<file path="src/rtl/sram_async_ctrl.sv">
module sram_async_ctrl #(
  parameter int ADDR_W    = 18,
  parameter int DATA_W    = 16,
  parameter int CLK_NS    = 4,
  parameter int T_PWR_NS  = 1000,
  parameter int T_AA_NS   = 20,
  parameter int T_RC_NS   = 20,
  parameter int T_PWE_NS  = 13,
  parameter int T_SD_NS   = 9,
  parameter int T_WC_NS   = 20
) (
  input  logic              clk,
  input  logic              rst_n,
  input  logic              cmd_valid,
  input  logic              cmd_write,
  input  logic [ADDR_W-1:0] cmd_addr,
  input  logic [DATA_W-1:0] cmd_wdata,
  input  logic [DATA_W/8-1:0] cmd_mask,
  output logic              ready,
  output logic              rd_valid,
  output logic [DATA_W-1:0] rd_data,
  output logic [ADDR_W-1:0] mem_addr,
  output logic              mem_ce_n,
  output logic              mem_oe_n,
  output logic              mem_we_n,
  output logic [DATA_W/8-1:0] mem_be_n,
  output logic [DATA_W-1:0] mem_dq_o,
  input  logic [DATA_W-1:0] mem_dq_i,
  output logic              mem_dq_oe
);
  localparam int LANES   = DATA_W / 8;
  localparam int PWR_CYC = (T_PWR_NS + CLK_NS - 1) / CLK_NS;
  localparam int AA_CYC  = (T_AA_NS + CLK_NS - 1) / CLK_NS;
  localparam int RC_CYC  = (T_RC_NS + CLK_NS - 1) / CLK_NS;
  localparam int PWE_CYC = (T_PWE_NS + CLK_NS - 1) / CLK_NS;
  localparam int SD_CYC  = (T_SD_NS + CLK_NS - 1) / CLK_NS;
  localparam int WC_CYC  = (T_WC_NS + CLK_NS - 1) / CLK_NS - 1;
  localparam int RD_T    = AA_CYC > RC_CYC ? AA_CYC : RC_CYC;
  localparam int RD_CYC  = RD_T > 1 ? RD_T : 1;
  localparam int WR_T0   = PWE_CYC > SD_CYC ? PWE_CYC : SD_CYC;
  localparam int WR_T1   = WR_T0 > WC_CYC ? WR_T0 : WC_CYC;
  localparam int WR_CYC  = WR_T1 > 1 ? WR_T1 : 1;
  localparam int CNT_M0  = PWR_CYC > RD_CYC ? PWR_CYC : RD_CYC;
  localparam int CNT_MAX = CNT_M0 > WR_CYC ? CNT_M0 : WR_CYC;
  localparam int CNT_W   = $clog2(CNT_MAX + 1);

  typedef enum logic [2:0] {S_BOOT, S_IDLE, S_RD, S_WR, S_REC} state_t;

  state_t             state;
  logic [CNT_W-1:0]   cnt;
  logic [DATA_W-1:0]  lane_bits;

  for (genvar i = 0; i < LANES; i++) begin : g_lane
    assign lane_bits[8*i +: 8] = {8{~mem_be_n[i]}};
  end

  assign ready = (state == S_IDLE);

  always_ff @(posedge clk or negedge rst_n) begin
    if (!rst_n) begin
      state     <= S_BOOT;
      cnt       <= CNT_W'(PWR_CYC - 1);
      mem_ce_n  <= 1'b1;
      mem_oe_n  <= 1'b1;
      mem_we_n  <= 1'b1;
      mem_be_n  <= '1;
      mem_dq_oe <= 1'b0;
      mem_dq_o  <= '0;
      mem_addr  <= '0;
      rd_valid  <= 1'b0;
      rd_data   <= '0;
    end else begin
      rd_valid <= 1'b0;
      case (state)
        S_BOOT: if (cnt == '0) state <= S_IDLE; else cnt <= cnt - 1'b1;
        S_IDLE: if (cmd_valid) begin
          mem_addr <= cmd_addr;
          mem_be_n <= ~cmd_mask;
          mem_ce_n <= 1'b0;
          if (cmd_write) begin
            mem_we_n  <= 1'b0;
            mem_dq_oe <= 1'b1;
            mem_dq_o  <= cmd_wdata;
            cnt       <= CNT_W'(WR_CYC - 1);
            state     <= S_WR;
          end else begin
            mem_oe_n <= 1'b0;
            cnt      <= CNT_W'(RD_CYC - 1);
            state    <= S_RD;
          end
        end
        S_RD: if (cnt == '0) begin
          rd_data  <= mem_dq_i & lane_bits;
          rd_valid <= 1'b1;
          mem_ce_n <= 1'b1;
          mem_oe_n <= 1'b1;
          mem_be_n <= '1;
          state    <= S_IDLE;
        end else cnt <= cnt - 1'b1;
        S_WR: if (cnt == '0) begin
          mem_we_n  <= 1'b1;
          mem_dq_oe <= 1'b0;
          state     <= S_REC;
        end else cnt <= cnt - 1'b1;
        S_REC: begin
          mem_ce_n <= 1'b1;
          mem_be_n <= '1;
          state    <= S_IDLE;
        end
        default: state <= S_IDLE;
      endcase
    end
  end

  assert_boot_quiet_R1: assert property (@(posedge clk) disable iff (!rst_n)
    (state == S_BOOT) |-> (mem_ce_n && mem_we_n && mem_oe_n));

  assert_idle_pins_R2: assert property (@(posedge clk) disable iff (!rst_n)
    ready |-> (mem_ce_n && mem_oe_n && mem_we_n && (&mem_be_n) && !mem_dq_oe));

  assert_valid_ready_R4: assert property (@(posedge clk) disable iff (!rst_n)
    rd_valid |-> ready);

  assert_we_in_ce_R6: assert property (@(posedge clk) disable iff (!rst_n)
    !mem_we_n |-> !mem_ce_n);

  assert_we_end_R7: assert property (@(posedge clk) disable iff (!rst_n)
    $rose(mem_we_n) |-> !mem_ce_n);

  assert_oe_bus_R8: assert property (@(posedge clk) disable iff (!rst_n)
    !mem_oe_n |-> !mem_dq_oe);

  assert_drive_we_R8: assert property (@(posedge clk) disable iff (!rst_n)
    mem_dq_oe |-> !mem_we_n);
endmodule

</file>
<file path="config.mk">
export PLATFORM = sky130hd
export DESIGN_NAME = sram_async_ctrl
export DESIGN_NICKNAME = d
export VERILOG_FILES = /design/src/rtl/sram_async_ctrl.sv
export SDC_FILE = /design/constraint.sdc
export NUM_CORES = 1
export LEC_CHECK = 0
export CAP_MARGIN = 0
export CORE_MARGIN = 5
export CORE_UTILIZATION = 37
export DETAILED_ROUTE_END_ITERATION = 10
export PLACE_DENSITY_LB_ADDON = 0.2
export SLEW_MARGIN = 0
export SYNTH_ARGS = -nofsm -noshare
export SYNTH_HDL_FRONTEND = slang
export SYNTH_SLANG_ARGS = --single-unit
</file>
<file path="constraint.sdc">
create_clock -name clk -period 1.7 [get_ports clk]
set_input_delay 0.255 -clock clk [delete_from_list [all_inputs] [get_ports clk]]
set_output_delay 0.255 -clock clk [all_outputs]
set_load 0.02 [all_outputs]
</file>
### Word level (Yosys, flattened, before mapping)

Index checks and enable logic that the tools add are counted.
Widths: inputs -> output; s select.

* RAM bits: 0
* word-level logic and storage cells: 70
* memories: 0
* output and inout bits: 58
* register bits: 68
* bits in latches: 0
* memory bits (read-only): 0

* divide/modulo/power cells: 0
* shift operators: 0
* $add $sub $neg: 1
* reduce and logical (&&, ||, !) cells: 16
* bitwise operators: 4
* magnitude comparators: 0
* muxes and demuxes: 27
* $mul: 0
* equal/unequal tests: 11

Operators by type and width (count)
* $and 16x16->16: 1
* $mux 8: 2
* $pmux 8 s2: 1
* $mux 1: 12
* $mux 3: 4
* $ne 2x2->1 const B: 6
* $reduce_and 3->1: 4
* $pmux 3 s3: 1
* $logic_not 8->1: 1
* $reduce_and 4->1: 2
* $sub 8x1->8 const B: 1
* $eq 3x2->1 const B: 2
* $pmux 1 s2: 3
* $pmux 2 s3: 1
* $reduce_bool 2->1: 3
* $mux 2: 2
* $reduce_and 2->1: 2
* $eq 3x1->1 const B: 1
* $eq 3x3->1 const B: 1
* $logic_not 3->1: 1
* $pmux 1 s3: 1
* $reduce_bool 3->1: 1
* $reduce_or 3->1: 1
* $ne 2x1->1 const B: 1
* other kinds (3): 4

### Longest topological paths before layout

* word-level depth: 4
* depth in mapped cells: 7
* depth with buffers taken out: 6

### Least setup slack after synthesis

OpenSTA, ideal clock, no wires.

* path kind: reg2reg
* start point: register state[1]
* end point: register mem_addr[6]
* stages on the path, launching flop included: 7
* clock period less this slack: 1850 ps
* setup slack: -150 ps
* setup time: 117 ps
* arrival: 1733 ps
* cells stage by stage: dfrtp_1 -> buf_2 -> nor3b_1 -> nand2_1 -> clkbuf_1 -> nand2_1 -> nand2_1

* cells in the longest elaborated chain, start to end: 2

Ends and longest elaborated chain
* start: declaration: line 49 `state_t state;`
* start signal: assignment: line 61 `state <= S_BOOT;`
* start signal: assignment: line 75 `S_BOOT: if (cnt == '0) state <= S_IDLE; else cnt <= cnt - 1'b1;`
* start signal: assignment: line 85 `state <= S_WR;`
* $eq 3x1->1
* net ready: line 19 `output logic ready,`
* $reduce_and 2->1 (no line)
* end signal: assignment: line 77 `mem_addr <= cmd_addr;`
* end: declaration: line 22 `output logic [ADDR_W-1:0] mem_addr,`

The timed path passes the listed nets, and every way through them passes these cells.
A chain may end at the register's enable or synchronous reset.

### Worst setup path in the final report

* start point: register cnt[0]
* end point: register cnt[6]

* cells in the longest elaborated chain, start to end: 3

Ends and longest elaborated chain
* start: declaration: line 50 `logic [CNT_W-1:0] cnt;`
* start signal: assignment: line 62 `cnt <= CNT_W'(PWR_CYC - 1);`
* start signal: assignment: line 84 `cnt <= CNT_W'(WR_CYC - 1);`
* start signal: assignment: line 88 `cnt <= CNT_W'(RD_CYC - 1);`
* $sub 8x1->8 / $logic_not 8->1 (equally long branches)
* $mux 8 / $ne 2x2->1 (equally long branches)
* $pmux 8 s2 / $reduce_and 3->1 (equally long branches)

Parallel ways exist; a longest one is shown, timed or not. The select of a mux whose other input is x is not followed.

==> impl_metrics.py <==
metrics = {
    "outcome": {
        "outcome": "complete, no violations",
    },
    "yosys": {
        "ys_seq_elements": 68,
        "synthesis.area_um2": 2950,
        "synth_top_flop_cell": "dfrtp_1",
        "syn_avg_cell_area_um2": 10.7,
        "syn_inst": 275,
        "yosys_warnings": 0,
        "synth-edff-count": 0,
        "synth_cell_types": 45,
        "synth-seq-area-share": 0.582,
        "synthesis.nets": 333,
        "synth-async-reset-ratio": 1.00,
    },
    "detailed_routing": {
        "drt_pass1_iterations": 4,
        "wirelength_mm": 7.45,
        "wl_per_cell_um": 14.4,
        "viasPerCell": 4.65,
        "detail_route.drc_violations": 0,
        "postRouteAntennaNets": 0,
        "vias": 2407,
        "drtIter0Drc": 121,
    },
    "die": {
        "pin_count": 114,
        "rows": 32,
        "die_area_um2": 9860,
        "die_w_um": 99.3,
        "start_util": 0.382,
        "die_h_um": 99.3,
        "coreArea_um2": 7730,
    },
    "clock_network": {
        "clk_pin_slew_ns": 0.08,
        "clock_latency_ns": 0.33,
        "cts_root_buffer": "clkbuf_8",
        "cts_tree": "yes",
        "ctsLongestPathBuffers": 2,
        "numCtsBuffers": 9,
        "cts_sinks": 68,
        "htree_num_levels": 3,
    },
    "place": {
        "hpwl_mm": 5.31,
        "numPortBuffers": 113,
        "gp_congestion": 0.778,
        "dp_cells": 500,
    },
    "timing": {
        "skew_ns": 0.00857,
        "fin_hold_ws_ns": 0.429,
        "finalCritPeriodShare": 0.995,
        "setup-tns-final_ns": 0,
        "max_freq_mhz": 591,
        "timing.final.hold_violations": 0,
        "slew_violations": 0,
        "rsz0062_at_grt": "true",
        "finalSetupViolations": 0,
        "fin_crit_ns": 1.69,
        "worstMarginPinSlew_ns": 0.506,
        "max_slew_margin": 0.658,
    },
    "setup_path": {
        "crit_end": "cnt[6]",
        "crit_type": "flip-flop to flip-flop",
        "worstPathRequired_ns": 1.97,
        "crit_fanout": 6,
        "reg2reg_slack_ns": 0.009,
        "worst_setup_path_start_kind": "flip-flop",
        "r2r-start": "cnt[0]",
        "r2r_end": "cnt[6]",
        "arrival_ns": 1.96,
        "end_kind": "flip-flop",
        "crit_start": "cnt[0]",
        "worst_r2r_path_depth": 6,
    },
    "pwr": {
        "power_mw": 3.26,
        "p_leak_nw": 2.10,
        "peakVddDrop_mv": 0.417,
        "power.density_nw_per_um2": 703,
    },
    "grt": {
        "grt_antenna_before_repair": 0,
        "grt_pass1_vias": 2520,
        "grt_max_degree": 69,
        "overflow": 0,
        "grt_pass1_wl_mm": 12.2,
        "groute.usage.overall": 0.154,
    },
    "worst_hold_path": {
        "hold_class": "input port to flip-flop",
    },
    "finish": {
        "diodes": 0,
        "final_core_util": 0.600,
        "final_nets": 469,
        "syn_to_final_growth_pct": 57.3,
        "finalNonFillerCells": 518,
        "drive_gt1_frac": 0.212,
    },
    "run": {
        "cap_violations": 0,
    },
}
[repair_timing]
| action | in CTS | in global routing |
|---|---|---|
| hold buffers | 1 | 0 |
| setup endpoints to repair | 12 | 23 |
| buffers inserted | 0 | 1 |
| resized for setup | 10 | 12 |
| hold endpoints to repair | 57 | 0 |
| pin swaps | 1 | 2 |
[how the worst min path moves through the flow]
stage	startpoint	to	slack [ns]	cells past startpoint
after floorplan	rst_n	cnt[1]	-0.04	0
after global placement	rst_n	rd_data[1]	0.31	2
after detailed placement	rst_n	rd_data[3]	0.30	2
after CTS	cmd_mask[0]	mem_be_n[0]	0.42	2
after global routing	cmd_mask[1]	mem_be_n[1]	0.42	2
final	cmd_mask[1]	mem_be_n[1]	0.43	2
[synthesized netlist by cell type, types with 2 or more instances]
cell type | count | area [um2]
o21ai_0 | 21 | 105
or4_1 | 2 | 15.0
mux2_2 | 8 | 90.1
buf_6 | 2 | 22.5
o311ai_0 | 2 | 17.5
clkbuf_1 | 6 | 22.5
mux2_4 | 8 | 120
nor2_1 | 6 | 22.5
a21oi_1 | 6 | 30.0
a2bb2oi_1 | 2 | 17.5
dfrtp_1 | 57 | 1430
nand2_1 | 80 | 300
inv_1 | 5 | 18.8
nor2b_1 | 4 | 25.0
or3_1 | 2 | 12.5
dfstp_2 | 11 | 289
nand2b_1 | 20 | 125
nand3_1 | 2 | 10.0
buf_2 | 3 | 15.0
o211ai_1 | 2 | 15.0
ha_1 | 2 | 25.0
[power by group]
| group | switching, mW | total [mW] | internal, mW |
|---|---|---|---|
| sequential | 0 | 1.62 | 1.62 |
| combinational | 0.0555 | 0.175 | 0.119 |
| clock | 0.638 | 1.47 | 0.833 |
[routing by layer]
metal  vias up  routed length (um)  track usage  share of wire
met3        12                 705       0.0610          0.095
met2       104                3140        0.223           0.42
met5         -                   0            0              0
li1       1193                   -            -              -
met1      1098                3480        0.204           0.47
met4         0                 123       0.0662          0.017
[per-stage QoR]
stage	cell area, um2	setup WS (ns)
6_report	4640	0.00852
3_3_place_gp	4360	-0.0107
3_5_place_dp	4360	-0.0467
4_1_cts	4590	0.00459
2_1_floorplan	2980	-0.0205
5_1_grt	4640	-0.0177
[state kept, by name, indices dropped and copies added (netlist names)]
signal / count
mem_addr: 18
mem_dq_o: 16
rd_data: 16
cnt: 8
state: 3
mem_be_n: 2
mem_ce_n: 1
mem_dq_oe: 1
mem_oe_n: 1
mem_we_n: 1
rd_valid: 1
[layout make-up]
type | instances | area (um2)
fill | 653 | 3090
sequential | 68 | 1720
timing repair buffer | 138 | 1330
multi-input combinational | 189 | 1220
tap | 102 | 128
clock buffer | 9 | 124
clock inverter | 7 | 98.8
inverter | 5 | 18.8
[cells in the final DEF, fill, tap and decap left out, types with 5 or more instances in the layout]
| master | synthesis | layout |
|---|---|---|
| dfstp_2 | 11 | 11 |
| nor2_1 | 6 | 6 |
| nand2b_1 | 20 | 20 |
| nand2_1 | 80 | 80 |
| dlygate4sd2_1 | 0 | 5 |
| o21ai_0 | 21 | 18 |
| clkdlybuf4s50_1 | 0 | 106 |
| mux2_4 | 8 | 8 |
| dfrtp_1 | 57 | 57 |
| clkbuf_8 | 0 | 9 |
| buf_4 | 1 | 21 |
| mux2_2 | 8 | 8 |
[kinds of logic after synthesis]
group                      after synthesis  share of synthesized area
and+or+nand+nor                        129                      0.216
DFF                                     68                      0.582
AOI/OAI and AO/OA                       40                     0.0849
buffers and inverters                   18                     0.0310
muxes                                   17                     0.0747
adders and majority gates                2                    0.00848
xor gates and xnor gates                 1                    0.00297
[critical path: stages, from the launching register on]
cell	delay, ns
dfstp_2	0.55
inv_2	0.05
ha_4	0.15
nor3b_4	0.15
buf_6	0.13
or4_4	0.48
a21oi_2	0.12
No activity file was read; power rests on OpenSTA's default activity.
